--- src/rtl/pgc_pkg.sv ---
package pgc_pkg;
    typedef enum logic [1:0] {
        ST_NORMAL  = 2'b00,
        ST_PROTECT = 2'b01,
        ST_BATTERY = 2'b10,
        ST_RECOVER = 2'b11
    } pwr_state_e;

    typedef struct packed {
        logic hi;
        logic mid;
        logic lo;
    } sup_flags_t;

    localparam int unsigned NUM_FLAGS = $bits(sup_flags_t);
endpackage

--- src/rtl/pgc_sync.sv ---
module pgc_sync #(
    parameter int unsigned WIDTH  = 3,
    parameter int unsigned STAGES = 2
) (
    input  logic             clk,
    input  logic             rst_n,
    input  logic [WIDTH-1:0] din,
    output logic [WIDTH-1:0] dout
);
    logic [WIDTH-1:0] stage_d [STAGES];
    logic [WIDTH-1:0] stage_q [STAGES];

    generate
        for (genvar s = 0; s < STAGES; s++) begin : g_stage
            if (s == 0) begin : g_first
                always_comb stage_d[s] = din;
            end else begin : g_next
                always_comb stage_d[s] = stage_q[s-1];
            end
            always_ff @(posedge clk or negedge rst_n) begin
                if (!rst_n) stage_q[s] <= '0;
                else        stage_q[s] <= stage_d[s];
            end
        end
    endgenerate

    assign dout = stage_q[STAGES-1];
endmodule

--- src/rtl/pgc_fsm.sv ---
module pgc_fsm
    import pgc_pkg::*;
(
    input  logic       clk,
    input  logic       rst_n,
    input  sup_flags_t flags,
    output pwr_state_e state
);
    typedef struct packed {
        pwr_state_e st;
    } fsm_regs_t;

    fsm_regs_t r_d, r_q;
    logic      full_ok;

    always_comb begin
        full_ok = flags.hi && flags.mid;
        r_d     = r_q;
        if (!flags.lo) begin
            r_d.st = ST_BATTERY;
        end else begin
            unique case (r_q.st)
                ST_NORMAL:  if (!full_ok) r_d.st = ST_PROTECT;
                ST_PROTECT: if (full_ok)  r_d.st = ST_NORMAL;
                ST_BATTERY: r_d.st = ST_RECOVER;
                ST_RECOVER: if (full_ok)  r_d.st = ST_NORMAL;
                default:    r_d.st = ST_BATTERY;
            endcase
        end
    end

    always_ff @(posedge clk or negedge rst_n) begin
        if (!rst_n) r_q <= '{st: ST_BATTERY};
        else        r_q <= r_d;
    end

    assign state = r_q.st;
endmodule

--- src/rtl/pgc_strobe.sv ---
module pgc_strobe (
    input  logic clk,
    input  logic rst_n,
    input  logic access,
    input  logic ce_n,
    input  logic we_n,
    input  logic oe_n,
    output logic dq_oe,
    output logic array_we
);
    typedef struct packed {
        logic blocked;
    } strb_regs_t;

    strb_regs_t r_d, r_q;
    logic       wr_win;
    logic       rd_win;

    always_comb begin
        wr_win    = !ce_n && !we_n;
        rd_win    = !ce_n && !oe_n && we_n;
        r_d       = r_q;
        r_d.blocked = wr_win && (r_q.blocked || !access);
        array_we  = access && wr_win && !r_q.blocked;
        dq_oe     = access && rd_win;
    end

    always_ff @(posedge clk or negedge rst_n) begin
        if (!rst_n) r_q <= '{blocked: 1'b0};
        else        r_q <= r_d;
    end
endmodule

--- src/rtl/pwr_guard_ctrl.sv ---
module pwr_guard_ctrl
    import pgc_pkg::*;
#(
    parameter int unsigned SYNC_STAGES = 2
) (
    input  logic       clk,
    input  logic       rst_n,
    input  logic       sup_hi_raw,
    input  logic       sup_mid_raw,
    input  logic       sup_lo_raw,
    input  logic       ce_n,
    input  logic       we_n,
    input  logic       oe_n,
    output logic       host_ok,
    output logic       dq_oe,
    output logic       array_we,
    output logic       batt_sel,
    output logic [1:0] pwr_state
);
    sup_flags_t raw_flags;
    sup_flags_t sync_flags;
    pwr_state_e state;

    assign raw_flags = '{hi: sup_hi_raw, mid: sup_mid_raw, lo: sup_lo_raw};

    pgc_sync #(
        .WIDTH (NUM_FLAGS),
        .STAGES(SYNC_STAGES)
    ) i_sync (
        .clk  (clk),
        .rst_n(rst_n),
        .din  (raw_flags),
        .dout (sync_flags)
    );

    pgc_fsm i_fsm (
        .clk  (clk),
        .rst_n(rst_n),
        .flags(sync_flags),
        .state(state)
    );

    assign host_ok   = (state == ST_NORMAL);
    assign batt_sel  = (state == ST_BATTERY);
    assign pwr_state = state;

    pgc_strobe i_strobe (
        .clk     (clk),
        .rst_n   (rst_n),
        .access  (host_ok),
        .ce_n    (ce_n),
        .we_n    (we_n),
        .oe_n    (oe_n),
        .dq_oe   (dq_oe),
        .array_we(array_we)
    );
endmodule

--- config.mk ---
export PLATFORM = sky130hd
export DESIGN_NAME = pwr_guard_ctrl
export DESIGN_NICKNAME = d
export VERILOG_FILES = /design/src/rtl/pgc_pkg.sv /design/src/rtl/pgc_sync.sv /design/src/rtl/pgc_fsm.sv /design/src/rtl/pgc_strobe.sv /design/src/rtl/pwr_guard_ctrl.sv
export SDC_FILE = /design/constraint.sdc
export NUM_CORES = 1
export LEC_CHECK = 0
export ABC_AREA = 1
export BUFFER_PORTS_ARGS = -buffer_cell sky130_fd_sc_hd__buf_2
export CORE_AREA = 2 2 39 41
export CTS_CLUSTER_DIAMETER = 150
export DETAILED_ROUTE_END_ITERATION = 16
export DIE_AREA = 0 0 41 43
export GPL_TIMING_DRIVEN = 0
export PLACE_DENSITY = 0.55
export SYNTH_ARGS = -nofsm -noshare
export SYNTH_HDL_FRONTEND = slang
export SYNTH_SLANG_ARGS = --single-unit
--- constraint.sdc ---
create_clock -name clk -period 0.9 [get_ports clk]
set_input_delay 0.225 -clock clk [delete_from_list [all_inputs] [get_ports clk]]
set_output_delay 0.225 -clock clk [all_outputs]
set_load 0.1 [all_outputs]
# Yosys cells after proc, flatten, opt, wreduce, memory -nomap -nowiden

Cells that the tools add are included.

Bitwise logic cells: 0
$mul: 0
Magnitude comparators: 0
Reduce and logical (&&, ||, !) cells: 17
$add $sub $neg: 0
Muxes and demuxes: 4
Eq/ne operators: 5
Shifts and indexed selects: 0
Div/mod/pow operators: 0

Operators with widths:

| cell                 | number |
|---|---|
| $logic_and A1 B1 Y1  | 8 |
| $mux W2              | 3 |
| $pmux W2 S3          | 1 |
| $logic_not A1 Y1     | 5 |
| $eq A2 B2 Y1 const B | 2 |
| $ne A3 B2 Y1 const B | 1 |
| $ne A3 B3 Y1 const B | 1 |
| $eq A2 B1 Y1 const B | 1 |
| $logic_not A2 Y1     | 1 |
| $reduce_and A2 Y1    | 1 |
| $reduce_or A2 Y1     | 1 |
| $logic_or A1 B1 Y1   | 1 |

Output and inout bits: 6
Bits in latches: 0
Bits in read-only memories: 0
Word-level logic and storage cells: 30
Input bits: 8
Bits in writable memories: 0
Register bits after elaboration: 9
Memories kept: 0

# Logic depth before layout (Yosys ltp)

Gate-level depths: netlist of run 1.

Word-level depth: 4
Gate-level depth with buffers: 3
Mapped depth without buffers: 3

# By module

From an unflattened synthesis of run 1, not the netlist that was laid out.

Cell total of the unflattened synthesis: 35
Area total of the unflattened synthesis: 332.8 sq um

Modules (own cells, without submodules):

| module         | seq. area each (sq um) | cells an instance | instances | area each (sq um) |
|---|---|---|---|---|
| pgc_sync       | 150.1                  | 6                 | 1         | 150.1 |
| pgc_fsm        | 51.3                   | 12                | 1         | 93.8 |
| pgc_strobe     | 25.0                   | 14                | 1         | 75.1 |
| pwr_guard_ctrl | 0.0                    | 3                 | 1         | 13.8 |

# Least setup slack after synthesis of run 1

Ideal clock, no wire load.

Kind: register to output
From: register i_fsm.r_q, in the netlist i_fsm.state[0]
To: output array_we
Data required time: 675 ps
Buffers on the path: 0
Stages on the path, launching flop included: 4
Data arrival time: 2,826 ps
Slack: -2,151 ps
Cell sequence: dfrtp_1 > nor2_4 > nand2_1 > nor2_1

Longest elaborated chain between the ends: 3

Ends and longest elaborated chain:

| what                              | RTL line             | RTL |
|---|---|---|
| from (decl)                       | pgc_fsm.sv:13        | `fsm_regs_t r_d, r_q;` |
| from (signal assigned)            | pgc_fsm.sv:33        | `if (!rst_n) r_q <= '{st: ST_BATTERY};` |
| from (signal assigned)            | pgc_fsm.sv:34        | `else r_q <= r_d;` |
| $logic_not A2 Y1                  | pwr_guard_ctrl.sv:43 | `assign host_ok = (state == ST_NORMAL);` |
| net host_ok                       | pwr_guard_ctrl.sv:14 | `output logic host_ok,` |
| $logic_and A1 B1 Y1 (2 in series) | pgc_strobe.sv:24     | `array_we = access && wr_win && !r_q.blocked;` |
| to (decl)                         | pwr_guard_ctrl.sv:16 | `output logic array_we,` |

The timed path passes the listed nets, and every way through them passes these cells.

# Worst setup path after layout of run 1

From: register i_fsm.r_q, in the netlist i_fsm.state[0]
To: output dq_oe

Longest elaborated chain between the ends: 2

Ends and longest elaborated chain:

| what                | RTL line             | RTL |
|---|---|---|
| $logic_not A2 Y1    | pwr_guard_ctrl.sv:43 |  |
| $logic_and A1 B1 Y1 | pgc_strobe.sv:25     | `dq_oe = access && rd_win;` |
| to (decl)           | pwr_guard_ctrl.sv:15 | `output logic dq_oe,` |

Every way passes these cells.

==> results of run 1 <==
==> report_power, final <==
group	internal, W	switching, W	leakage (nW)
registers	0.000430	0.0000119	0.104
logic	0.0000669	0.000125	0.156
clock network	0.000170	0.000129	0.0150
total	0.000667	0.000267	0.275
==> per-layer routing <==
layer / global-route usage [%] / vias to the layer above / wire [um]
met1: 8.19 / 113 / 204
met2: 10.3 / 16 / 259
met5: 0 / - / 0
met4: 2.00 / 0 / 0
li1: - / 127 / -
met3: 6.28 / 0 / 65
==> worst max-delay path, cell delays in order, from the launching register on <==
cell and delay [ps]:
dfrtp_4 490, nor2_4 150, nand2_2 80, nor2_4 100, buf_12 180
==> layout make-up <==
type	instances	area [um2]	area share, %
clock buffers	4	26.3	4.51
inverters	7	30.0	5.15
multi-input cells	13	105	18.0
flip-flops and latches	9	234	40.1
well taps	16	20.0	3.43
repair buffers	17	168	28.8
==> cell families after synthesis <==
kind of cell	after synthesis	synth area share, %
simple gates	11	17.8
flops	9	69.9
buf+inv	7	8.11
compound gates	2	4.25
==> synth_stat cells <==
library cell / instances
nand3_1: 1
nor2_1: 2
nor2_4: 1
nand2_1: 4
dfstp_2: 1
or2_1: 1
a21oi_2: 1
dfrtp_1: 8
a21oi_1: 1
nand2_2: 2
inv_1: 7
==> state kept, by name, summed over array words and instances, names as in the netlist <==
signal / flops
i_fsm.state: 2
i_strobe.r_q: 1
i_sync.dout: 3
i_sync.stage_d: 3
==> stage by stage <==
stage / instances / setup TNS [ps] / area, um2 / power (W)
3_5_place_dp: 58 / -2540 / 450 / 0.000600
3_3_place_gp: 58 / -2520 / 450 / 0.000598
6_report: 66 / -3450 / 583 / 0.000933
4_1_cts: 66 / -3560 / 579 / 0.000953
2_1_floorplan: 29 / -4380 / 365 / 0.000565
5_1_grt: 66 / -3820 / 583 / 0.000984
==> repair_timing <==
| action | in CTS | in global routing |
|---|---|---|
| hold endpoints to repair | 8 | 0 |
| hold buffers | 1 | 0 |
| pin swaps | 4 | 0 |
| setup endpoints to repair | 8 | 9 |
| buffers inserted | 3 | 0 |
| resized for setup | 19 | 1 |
==> worst max path at each step <==
stage | cells after the start | endpoint | from
detailed placement | 4 | array_we | i_fsm.state[1]
CTS | 4 | dq_oe | i_fsm.state[0]
global route | 4 | dq_oe | i_fsm.state[0]
finish | 4 | dq_oe | i_fsm.state[0]
global placement | 4 | array_we | i_fsm.state[1]
floorplan | 3 | array_we | i_fsm.state[0]
==> impl_metrics.tcl, run 1 <==
set metrics [dict create \
    worstPathRequired_ps 670 \
    regToRegEndpoint "i_strobe.r_q" \
    max_clock_freq_ghz 0.671 \
    hpwlAfterDp_um 364 \
    vdd_ir_drop_max_mv 1.07 \
    cts_buffer_depth 2 \
    antenna_found_initial 0 \
    synth_top_area_share_pct 61.8 \
    port_buffers 13 \
    clock_skew_ps 3.09 \
    die_x_um 41 \
    overflow 0 \
    path_max_fanout 4 \
    cellLeakagePower_nw 0.275 \
    clk_latency_ps 250 \
    htreeDepth 1 \
    status "complete, but fails checks" \
    drt_iter0_markers 0 \
    core_um2 1380 \
    worstReg2RegStart "i_fsm.state[1]" \
    layout-drive-gt1-share_pct 64.0 \
    critical_path_class "flip-flop to output port" \
    start_util_pct 23.4 \
    syn_inst 29 \
    nFillCells 131 \
    holdWs_ps 75.1 \
    vias 256 \
    rrSetupSlack_ps -110 \
    die-area_um2 1760 \
    fin_util_pct 42.1 \
    synth_top_area_cell "dfrtp_1" \
    rr_worst_depth 3 \
    pre_cts_slack_ps -540 \
    rsz0062_at_grt "true" \
    drcViolationCount 0 \
    hold_viol 0 \
    setup_ws_ps -591 \
    synth_area_leaders "dfrtp_1, dfstp_2, inv_1" \
    cts_sinks 9 \
    min_period_over_period_pct 166 \
    period_minus_slack_ps 1490 \
    drt_pass1_iterations 1 \
    routed_wl_um 530 \
    ys_warn_count 0 \
    grt_max_degree 10 \
    clk_pin_slew_ps 60 \
    cellPowerDensity_nw_per_um2 1600 \
    finalMaxSlewViolations 0 \
    gp_congestion 0.587 \
    diodes 0 \
    violations "setup timing" \
    ys_types 11 \
    grt_pass1_wl_um 821 \
    antenna_left 0 \
    ys_seq_area_share_pct 69.9 \
    slew_headroom_pct 68.1 \
    startpoint_type "flip-flop" \
    gr-usage-all-layers_pct 7.36 \
    synth-seq-cells 9 \
    mostFrequentLayoutCell "buf_2" \
    via_per_inst 3.88 \
    holdCritStartpoint "sup_mid_raw" \
    final_cell_mix "buf_2, dfrtp_1, inv_1" \
    grt_pass1_vias 223 \
    critPathArrivalTime_ps 1270 \
    avgSynthCellArea_um2 11.2 \
    setup-violations-final 9 \
    final_nets 59 \
    io_pins 14 \
    fp.dieH_um 43 \
    rows 14 \
    wl_per_cell_um 8.03 \
    cts_root_buf "clkbuf_4" \
    worstMarginPinSlew_ps 482 \
    hold_depth 1 \
    numCtsBuffers 3 \
    worstSetupEndpointType "output port" \
    cts_tree "yes" \
    synth_fp_nets 37 \
    area_delta_synth_final_pct 79.9 \
    syn_area_um2 324 \
    min_path_type "input port to flip-flop" \
    min_to "i_sync.stage_d[1]" \
    cap_viol_max_count 0 \
]
No activity file was read; power rests on OpenSTA's default activity.
==> run 2: changes to the inputs <==
--- a/config.mk
+++ b/config.mk
@@ -15,2 +15,3 @@
 export PLACE_DENSITY = 0.55
+export SETUP_SLACK_MARGIN = 0.02
 export SYNTH_ARGS = -nofsm -noshare
==> constraint.sdc (replaced) <==
create_clock -name clk -period 0.9 [get_ports clk]
set_input_delay 0.09 -clock clk [delete_from_list [all_inputs] [get_ports clk]]
set_output_delay 0.09 -clock clk [all_outputs]
set_load 0.1 [all_outputs]
==> impl_metrics.tcl, run 2 (same netlist as run 1, synthesis figures left out) <==
set metrics [dict create \
    diodes 0 \
    numCtsBuffers 3 \
    cts_buffer_depth 2 \
    power_w 0.000944 \
    grt_pass1_vias 247 \
    drt_pass1_iterations 1 \
    worstSetupEndpointType "output port" \
    layout-drive-gt1-share_pct 60.4 \
    violations "setup timing" \
    drt_iter0_markers 0 \
    overflow 0 \
    min_period_over_period_pct 151 \
    crit_chain "nor2_4, nand2_2, nor2_4, buf_12" \
    mostFrequentLayoutCell "buf_2" \
    gp_congestion 0.587 \
    htreeDepth 1 \
    nFillCells 129 \
    io_pins 14 \
    cap_viol_max_count 0 \
    crit_path_frequent_cell "nor2_4" \
    core_um2 1380 \
    routed_wl_um 580 \
    worstPathRequired_ps 810 \
    cpLargestDelayFamily "flip-flops" \
    worstMarginPinSlew_ps 482 \
    fin_util_pct 44.3 \
    cellPowerDensity_nw_per_um2 1540 \
    critPathArrivalTime_ps 1270 \
    vdd_ir_drop_max_mv 1.07 \
    antenna_left 0 \
    cp_slowest_stage_delay_ps 490 \
    final_cell_mix "buf_2, dfrtp_1, inv_1" \
    clock_skew_ps 3.02 \
    critical_path_class "flip-flop to output port" \
    setup_ws_ps -456 \
    cp_slowest_cell "dfrtp_4" \
    slew_headroom_pct 68.1 \
    fp.dieH_um 43 \
    port_buffers 13 \
    cellLeakagePower_nw 0.287 \
    hold_viol 0 \
    area_delta_synth_final_pct 89.2 \
    die_x_um 41 \
    finalMaxSlewViolations 0 \
    status "complete, but fails checks" \
    antenna_found_initial 0 \
    min_path_type "input port to flip-flop" \
    setup-violations-final 9 \
    rsz0062_at_grt "true" \
    hpwlAfterDp_um 364 \
    grt_pass1_wl_um 890 \
    startpoint_type "flip-flop" \
    via_per_inst 3.88 \
    vias 268 \
    cts_root_buf "clkbuf_4" \
    cts_sinks 9 \
    cts_tree "yes" \
    max_clock_freq_ghz 0.738 \
    worst-path-buf-inv 1 \
    clk_latency_ps 250 \
    clk_pin_slew_ps 60 \
    wl_per_cell_um 8.41 \
    die-area_um2 1760 \
    rows 14 \
    grt_max_degree 10 \
    drcViolationCount 0 \
    final_nets 62 \
    path_max_fanout 4 \
    gr-usage-all-layers_pct 7.98 \
    start_util_pct 23.4 \
    period_minus_slack_ps 1360 \
]
run 2: changes by cell type in the layout (fill, tap and decap cells not counted):
cell           change
dlygate4sd3_1      +3
run 2: worst paths after layout:
check / from / cells past startpoint / slack [ps] / endpoint
max in group asynchronous: rst_n / 2 / 440 / i_fsm.state[1]
max reg2reg: i_fsm.state[1] / 3 / -110 / i_strobe.r_q
max: i_fsm.state[0] / 4 / -460 / dq_oe
min in group asynchronous: rst_n / 2 / 220 / i_fsm.state[0]
min: we_n / 4 / 160 / i_strobe.r_q
min reg2reg: i_sync.stage_d[1] / 0 / 350 / i_sync.dout[1]
run 2: stage by stage:
step                instance area [um2]  std cells  hold slack, ps  TNS (ps)  setup WS, ps
finish                              613         69             156     -2640          -456
global route                        613         69             177     -3010          -520
CTS                                 609         69             152     -2750          -473
detailed placement                  450         58           -50.8     -1730          -405
global placement                    450         58           -53.0     -1710          -399
floorplan                           365         29            -206     -3720         -1020
run 2: report_power, final:
group / total [W] / internal [W] / switching (W) / leakage [nW]
registers: 0.000442 / 0.000430 / 0.0000119 / 0.104
clock network: 0.000299 / 0.000170 / 0.000129 / 0.0150
logic: 0.000202 / 0.0000754 / 0.000127 / 0.168
total: 0.000944 / 0.000675 / 0.000268 / 0.287
run 2: worst min-delay path, stage by stage:
cell	delay [ps]
buf_2	80
inv_1	40
nand2_1	130
a21oi_2	40
run 2: final cells by class:
| type | instances | area [um2] | area share (%) |
|---|---|---|---|
| inverters | 7 | 30.0 | 4.90 |
| clock buffers | 4 | 26.3 | 4.29 |
| flip-flops and latches | 9 | 234 | 38.2 |
| multi-input cells | 13 | 105 | 17.1 |
| well taps | 16 | 20.0 | 3.27 |
| repair buffers | 20 | 198 | 32.2 |
run 2: routing by layer:
metal | wire length [um] | share of wire, % | GRT usage, %
met1 | 214 | 37 | 8.19
met2 | 304 | 52 | 12.2
met3 | 60 | 10 | 6.28
met4 | 0 | 0 | 2.00
met5 | 0 | 0 | 0
run 2: repair_timing:
item                                    in CTS  in global routing
resized for setup                           19                  1
hold buffers                                 4                  0
endpoints found under the hold margin       12                  0
pin swaps                                    4                  0
endpoints found under the setup margin       8                  9
setup buffers                                3                  0
==> run 3: changes to the inputs <==
BUFFER_PORTS_ARGS = -buffer_cell sky130_fd_sc_hd__clkbuf_2   (was -buffer_cell sky130_fd_sc_hd__buf_2)
==> impl_metrics.tcl, run 3 (same netlist as run 1, synthesis figures left out) <==
set metrics [dict create \
    layout-drive-gt1-share_pct 59.3 \
    startpoint_type "flip-flop" \
    start_util_pct 23.4 \
    power_frac_comb_pct 23.4 \
    critPathArrivalTime_ps 1300 \
    cts_tree "yes" \
    routed_wl_um 600 \
    nFillCells 125 \
    vdd_ir_drop_max_mv 1.04 \
    finalMaxSlewViolations 0 \
    final_cell_mix "dfrtp_1, clkbuf_2, inv_1, clkbuf_16, dlygate4sd3_1" \
    path_max_fanout 4 \
    post_dp_cell_area_um2 450 \
    min_path_type "input port to flip-flop" \
    rsz0062_at_grt "true" \
    hold_viol 0 \
    switching_share_pct 27.7 \
    cts_root_buf "clkbuf_4" \
    grt_max_degree 10 \
    slew_headroom_pct 85.8 \
    fp.dieH_um 43 \
    seqPwrFrac_pct 45.8 \
    rows 14 \
    p_sw_w 0.000268 \
    multiInputGateArea_um2 101 \
    diodes 0 \
    min_period_over_period_pct 154 \
    die_x_um 41 \
    power_w 0.000965 \
    regArea_um2 234 \
    setup-violations-final 9 \
    core_um2 1380 \
    fin_area_um2 674 \
    cts_buffer_depth 2 \
    final_nets 63 \
    setup_ws_ps -485 \
    vias 275 \
    worstPathRequired_ps 810 \
    internal_power_w 0.000697 \
    cap_viol_max_count 0 \
    hpwlAfterDp_um 351 \
    numCtsBuffers 3 \
    cts_sinks 9 \
    area_delta_synth_final_pct 108 \
    status "complete, but fails checks" \
    port_buffers 13 \
    drcViolationCount 0 \
    die-area_um2 1760 \
    critical_path_class "flip-flop to output port" \
    grt_pass1_vias 245 \
    wl_per_cell_um 8.57 \
    clock_power_share_pct 30.7 \
    overflow 0 \
    grt_pass1_wl_um 903 \
    antenna_left 0 \
    htreeDepth 1 \
    via_per_inst 3.93 \
    clk_pin_slew_ps 60 \
    cellPowerDensity_nw_per_um2 1430 \
    gp_congestion 0.586 \
    gr-usage-all-layers_pct 7.87 \
    drt_pass1_iterations 2 \
    period_minus_slack_ps 1390 \
    violations "setup timing" \
    antenna_found_initial 0 \
    worstSetupEndpointType "output port" \
    io_pins 14 \
    cellLeakagePower_nw 0.318 \
    max_clock_freq_ghz 0.722 \
    clock_skew_ps 4.23 \
    worstMarginPinSlew_ps 213 \
    clk_latency_ps 250 \
    drt_iter0_markers 2 \
]
==> run 3: changes by cell type in the layout (fill, tap and decap cells not counted), sizes merged <==
cell / previous run / this run
buf: 16 / 4
clkbuf: 4 / 17
==> run 3: metal layers <==
metal | GRT usage (%) | vias up | wire, um
met5 | 0 | - | 0
met4 | 0 | 0 | 0
met3 | 6.81 | 0 | 65
met2 | 13.1 | 15 | 302
met1 | 7.48 | 126 | 232
li1 | - | 134 | -
==> run 3: critical path, cell delays in order, from the launching register on <==
cell and delay [ps]:
dfstp_4 660, nor2_4 50, buf_4 130, clkbuf_16 190
==> run 3: path summary, 6_finish.rpt <==
kind / end / start / cells after the start / slack [ps]
max: host_ok / i_fsm.state[1] / 3 / -490
min: i_strobe.r_q / we_n / 4 / 170
max reg2reg: i_fsm.state[0] / i_fsm.state[1] / 3 / -110
min reg2reg: i_sync.dout[1] / i_sync.stage_d[1] / 0 / 340
max in group asynchronous: i_fsm.state[1] / rst_n / 2 / 440
min in group asynchronous: i_fsm.state[0] / rst_n / 2 / 220
==> run 3: cell type report <==
type | instances | share of cell area [%]
repair buffers | 21 | 39.0
flip-flops and latches | 9 | 34.7
multi-input cells | 13 | 15.0
inverters | 7 | 4.45
clock buffers | 4 | 3.90
well taps | 16 | 2.97
==> run 3: stage by stage <==
step	setup slack, ps	hold WS (ps)	TNS (ps)	utilization (%)	instances
after floorplan	-1020	-206	-3720	-	29
after global placement	-435	-47.1	-1920	32.5	58
after detailed placement	-446	-45.4	-1960	32.5	58
after CTS	-483	159	-2760	48.5	70
after global routing	-547	187	-3100	48.7	70
final	-485	167	-2730	48.7	70
==> run 3: power groups by stage <==
stage                     clock network, W  logic [W]  registers [W]
after floorplan                          0  0.0000802       0.000484
after global placement                   0   0.000149       0.000449
after detailed placement                 0   0.000151       0.000449
after CTS                         0.000315   0.000226       0.000442
after global routing              0.000336   0.000239       0.000445
final                             0.000297   0.000226       0.000442
==> run 3: what timing repair did <==
| item | CTS | global route |
|---|---|---|
| pin swaps | 4 | 1 |
| endpoints found under the setup margin | 8 | 9 |
| hold buffers | 4 | 0 |
| endpoints found under the hold margin | 12 | 0 |
| cloned | 0 | 0 |
| buffers inserted | 4 | 0 |
| gates resized for setup | 19 | 1 |
